[src/rtl/mfi_pkg.sv]
package mfi_pkg;
  // Group-level terms that gate the vector request
  typedef struct packed {
    logic glb;
    logic mf_en;
    logic mf_flag;
    logic stack_full;
    logic ack;
  } gate_in_t;
endpackage

[src/rtl/mfi_flag_bit.sv]
// Request flag: a set has priority over a clear
module mfi_flag_bit (
  input  logic clk,
  input  logic rst,
  input  logic set_i,
  input  logic clr_i,
  output logic q
);
  always_ff @(posedge clk) begin
    if (rst)        q <= 1'b0;
    else if (set_i) q <= 1'b1;
    else if (clr_i) q <= 1'b0;
  end
endmodule

[src/rtl/mfi_reg.sv]
// Software-written register with a hardware clear that has priority over the write
module mfi_reg #(
  parameter int W = 1
) (
  input  logic         clk,
  input  logic         rst,
  input  logic         hw_clr,
  input  logic         we,
  input  logic [W-1:0] wdata,
  output logic [W-1:0] q
);
  always_ff @(posedge clk) begin
    if (rst)         q <= '0;
    else if (hw_clr) q <= '0;
    else if (we)     q <= wdata;
  end
endmodule

[src/rtl/mfi_req_gate.sv]
// Registered vector request from the enable chain and the source terms
module mfi_req_gate
  import mfi_pkg::*;
#(
  parameter int NSRC = 2
) (
  input  logic            clk,
  input  logic            rst,
  input  gate_in_t        g,
  input  logic [NSRC-1:0] src_flag,
  input  logic [NSRC-1:0] src_en,
  output logic            req_o
);
  logic live_src;
  assign live_src = |(src_flag & src_en);

  always_ff @(posedge clk) begin
    if (rst) req_o <= 1'b0;
    else     req_o <= g.glb & g.mf_en & g.mf_flag & ~g.stack_full & ~g.ack & live_src;
  end
endmodule

[src/rtl/mfi_aggregator.sv]
module mfi_aggregator
  import mfi_pkg::*;
#(
  parameter int NSRC = 2
) (
  input  logic            clk,
  input  logic            rst,
  input  logic [NSRC-1:0] src_evt,
  input  logic [NSRC-1:0] src_clr,
  input  logic            mf_clr,
  input  logic            src_en_we,
  input  logic [NSRC-1:0] src_en_wdata,
  input  logic            mf_en_we,
  input  logic            mf_en_wdata,
  input  logic            glb_en_we,
  input  logic            glb_en_wdata,
  input  logic            stack_full,
  input  logic            irq_ack,
  output logic [NSRC-1:0] src_flag,
  output logic [NSRC-1:0] src_en,
  output logic            mf_flag,
  output logic            mf_en,
  output logic            glb_en,
  output logic            irq_req
);
  logic     any_evt;
  gate_in_t gate;

  assign any_evt = |src_evt;

  for (genvar i = 0; i < NSRC; i++) begin : g_src
    mfi_flag_bit u_flag (
      .clk  (clk),
      .rst  (rst),
      .set_i(src_evt[i]),
      .clr_i(src_clr[i]),
      .q    (src_flag[i])
    );
  end

  mfi_flag_bit u_mf_flag (
    .clk  (clk),
    .rst  (rst),
    .set_i(any_evt),
    .clr_i(irq_ack | mf_clr),
    .q    (mf_flag)
  );

  mfi_reg #(.W(NSRC)) u_src_en (
    .clk   (clk),
    .rst   (rst),
    .hw_clr(1'b0),
    .we    (src_en_we),
    .wdata (src_en_wdata),
    .q     (src_en)
  );

  mfi_reg #(.W(1)) u_mf_en (
    .clk   (clk),
    .rst   (rst),
    .hw_clr(1'b0),
    .we    (mf_en_we),
    .wdata (mf_en_wdata),
    .q     (mf_en)
  );

  mfi_reg #(.W(1)) u_glb_en (
    .clk   (clk),
    .rst   (rst),
    .hw_clr(irq_ack),
    .we    (glb_en_we),
    .wdata (glb_en_wdata),
    .q     (glb_en)
  );

  assign gate = '{glb: glb_en, mf_en: mf_en, mf_flag: mf_flag,
                  stack_full: stack_full, ack: irq_ack};

  mfi_req_gate #(.NSRC(NSRC)) u_gate (
    .clk     (clk),
    .rst     (rst),
    .g       (gate),
    .src_flag(src_flag),
    .src_en  (src_en),
    .req_o   (irq_req)
  );
endmodule

[config.mk]
export PLATFORM = sky130hd
export DESIGN_NAME = mfi_aggregator
export DESIGN_NICKNAME = d
export VERILOG_FILES = /design/src/rtl/mfi_pkg.sv /design/src/rtl/mfi_flag_bit.sv /design/src/rtl/mfi_reg.sv /design/src/rtl/mfi_req_gate.sv /design/src/rtl/mfi_aggregator.sv
export SDC_FILE = /design/constraint.sdc
export NUM_CORES = 1
export LEC_CHECK = 0
export ABC_CLOCK_PERIOD_IN_PS = 1000
export BUFFER_PORTS_ARGS = -buffer_cell sky130_fd_sc_hd__buf_4
export CORE_AREA = 4 4 41 43
export CTS_CLUSTER_SIZE = 10
export DETAILED_ROUTE_END_ITERATION = 10
export DIE_AREA = 0 0 45 47
export GPL_ROUTABILITY_DRIVEN = 0
export PLACE_DENSITY = 0.53
export SLEW_MARGIN = 15
export SYNTH_ARGS = -nofsm -noshare
export SYNTH_HDL_FRONTEND = slang
export SYNTH_SLANG_ARGS = --single-unit
[constraint.sdc]
create_clock -name clk -period 1 [get_ports clk]
set_input_delay 0.15 -clock clk [delete_from_list [all_inputs] [get_ports clk]]
set_output_delay 0.15 -clock clk [all_outputs]
set_load 0.05 [all_outputs]
==> impl.org <==
** Worst hold path
- The min-delay analysis places its worst path in the category primary input to register.

** CTS
- Clock-pin slew was measured on the worst setup and hold paths at 60 ps.
- The clock net in this run drives a total of 8 sinks.
- Insertion delay to the later sink of the worst-skew pair :: approximately 260 ps
- Maximum count of clock buffers along a single path :: 2
- Total number of H-tree levels :: 1
- Buffers inserted during clock tree synthesis total 3.
- Setup Fix Bufs, Post-CTS :: 0
- CTS tree :: built
- Clock root cell :: sky130_fd_sc_hd__clkbuf_4

** Timing
- Setup repair after global routing left no endpoint under its margin.
- Adding up every negative setup slack in the final design gives 0 ps.
- Once routing completed, OpenROAD measured the worst setup slack at ~54 ps.
- Fmax achieved :: about 1100 MHz
- Actual slew at the worst max-slew pin :: ~200 ps
- On the final layout, the worst clock skew is just under 8 ps.
- Max-slew violation count :: 0
- Setup violations remaining at the end of the flow were counted as 0.
- Time the final worst path needs with I/O delays and setup :: approximately 950 ps
- In this run the tightest slew margin relative to its limit is 0.8645.
- The final count of hold timing violations came to 0.
- Of the available clock period, the critical path in the final layout requires 0.9457.

** Route
- The detail route stage leaves a number of antenna-violating nets equal to 0.
- Dividing the detail-routed via count by the number of cells gives 4.290.
- Number of DRC violations after detailed routing :: 0
- The final layout contains routed wiring with a total length of between 700 and 800 um.
- Summing over every cut layer, the via total after detailed routing is between 200 and 300.
- After detailed routing, the average wire length per cell comes to between 10 and 15 um.
- First-iteration detailed-routing DRC count :: 4
- The first detailed-routing pass took 3 iterations.

** Final layout
- Fraction of final layout cells with drive strength greater than 1 :: 0.5741
- Multi-input gate area in the final layout :: about 120 um2
- In the final design database the tool counted between 70 and 80 nets.
- The number of antenna diodes in the final layout is 0.
- P&R area growth vs syn :: 71.07%
- Once layout is complete, the cells apart from fillers number 69.
- Counting the fill cells in the layout gives between 100 and 150.
- Flip-flop and latch area :: about 170 um2

** GRT
- The first global-routing pass estimated 1235 um of wire.
- Global route total overflow :: 0
- In the global route stage, overall resource usage came out at 0.08803.
- The via count of the first global-routing pass came to 297.
- Initial antenna violation count :: 0
- Largest net degree at the start of global routing :: 9

** Die
- The total area inside the core boundary comes to about 0.0013 mm2.
- For this configuration, the core starts out at a cell density of 0.2327.
- Io pins :: 24
- The floorplan step set the die width to approximately 45 um.
- Row count :: 13
- DIE AREA :: roughly 0.0021 mm2
- In this run the vertical extent of the chip is ~47 um.

** Synth
- Yosys attributes the largest share of cell area to sky130_fd_sc_hd__dfxtp_1, sky130_fd_sc_hd__mux2i_1, sky130_fd_sc_hd__buf_4.
- In the synthesized netlist the async set-or-reset flop fraction comes to 0.
- The most common cell in the synthesized netlist is sky130_fd_sc_hd__dfxtp_1.
- The commonest cells after synthesis are sky130_fd_sc_hd__dfxtp_1, sky130_fd_sc_hd__mux2i_1, sky130_fd_sc_hd__nor2_1.
- Counting flops with a built-in enable in the synthesized netlist gives 0.
- Mapped Area :: between 300 and 400 um2
- sky130_fd_sc_hd__dfxtp_1 takes more of the synthesized area than any other cell.
- Synthesized instance count :: 30
- Post-Synthesis Net Count :: 46
- Number of warning messages in the yosys log :: 0
- For this run, the leading register cell type out of synthesis is sky130_fd_sc_hd__dfxtp_1.
- Of the post-synthesis cell area, the dominant cell type holds 0.5289.
- In this run, distinct cell masters in the synthesized netlist total 14.
- Dividing the synthesized area by the synthesized cell count gives between 10 and 15 um2.
- Fraction of the yosys area taken by sequential cells :: 0.5289
- Register bit total from synthesis :: 8

** Pwr
- IR drop worst, VDD :: around 0.00076 V
- Cell leakage power :: between 0.0002 and 0.0003 uW
- Ratio of total power to cell area :: about 1500 mW/mm2

** Worst setup path
- Critical path buffer and inverter count :: 1
- Required time reported for the critical path endpoint :: approximately 850 ps
- Along the worst path, the maximum fanout reaches 3.
- The slowest stage of the critical path is the sky130_fd_sc_hd__dfxtp_1 cell.
- Worst Path Class, Setup :: register to primary output
- Category of the worst setup path launch point :: register
- Cells along the critical path :: buf_6
- Grouping stages by cell kind, the critical path spends the most delay in flip-flops.
- Data on the critical path arrives at its endpoint at 800 ps.
- For this run, the slowest stage of the critical path takes 370 ps.
- Kind of end point of the critical path :: primary output

** Placed design
- Placed cell count :: 65
- Worst slack at placement :: between 90 and 100 ps
- The count of buffers added on input and output ports is 23.

** Status
- Status :: completed

** Flow run
- Number of maximum-capacitance violations :: 0
stage by stage:
| stage | utilization | instance area (um2) | hold WS [ps] | total power, uW |
|---|---|---|---|---|
| 6_report | 0.3981 | 518.0 | 67.38 | 781.3 |
| 4_1_cts | 0.3923 | 510.5 | 52.38 | 793.5 |
| 2_1_floorplan | - | 311.5 | 221.8 | 448.5 |
| 3_3_place_gp | 0.3721 | 484.2 | 332.4 | 520.1 |
| 5_1_grt | 0.3981 | 518.0 | 51.62 | 837.1 |
| 3_5_place_dp | 0.3721 | 484.2 | 334.8 | 519.7 |
logic make-up after synthesis:
family | after synthesis | share of synthesized area
flip-flops | 8 | 0.5289
AND/OR/NAND/NOR | 9 | 0.1736
buffers and inverters | 5 | 0.08676
AO/OA/AOI/OAI | 4 | 0.07854
multiplexers | 4 | 0.1322
cell usage in the layout (no fill, tap or decap), drive strengths merged:
master | Yosys | final
nand2b | 2 | 2
nor3 | 1 | 1
dfxtp | 8 | 8
nor4 | 1 | 1
clkbuf | 1 | 4
buf | 2 | 23
inv | 2 | 2
a31oi | 1 | 1
a21oi | 2 | 2
mux2i | 4 | 4
nor2 | 3 | 3
or3b | 1 | 1
a22oi | 1 | 1
nand4b | 1 | 1
registers in the layout (all words and copies together), names as in the netlist:
signal          flops
g_src.u_flag.q      2
u_src_en.q          2
u_gate.req_o        1
u_glb_en.q          1
u_mf_en.q           1
u_mf_flag.q         1
layer usage:
layer,track usage,vias up,part of all wire
li1,-,149,-
met1,0.08736,137,0.36
met2,0.1328,8,0.55
met3,0.04215,2,0.086
met4,0.08772,0,0.0079
met5,0,-,0
final timing paths:
kind	from	end	slack (ps)	cells after the start
setup / recovery	g_src[1].u_flag.q$_SDFFE_PP0P_	src_flag[1]	50	1
hold / removal	irq_ack	u_gate.req_o$_SDFF_PP0_	70	2
setup reg to reg	u_mf_flag.q$_SDFFE_PP0P_	u_mf_flag.q$_SDFFE_PP0P_	110	2
hold reg to reg	u_mf_en.q$_SDFFE_PP0P_	u_gate.req_o$_SDFF_PP0_	490	2
where the power goes:
group          total [uW]  switching, uW  internal, uW  leakage, uW
Sequential            350           13.4           337    0.0000681
Clock                 266            113           153    0.0000150
Combinational         165           88.1          77.1     0.000168
Total                 781            215           567     0.000251
cell type report:
type / instances / share of cell area
Timing Repair Buffer: 23 / 0.3478
Inverter: 2 / 0.01449
Multi-Input combinational cell: 17 / 0.2246
Clock buffer: 4 / 0.05072
Tap cell: 15 / 0.03623
Sequential cell: 8 / 0.3261
repair_timing:
| item | CTS | global route |
|---|---|---|
| resized for setup | 0 | 2 |
| endpoints found under the setup margin | 0 | 3 |
| hold buffers | 0 | 0 |
(Power assumes the default switching activity.)
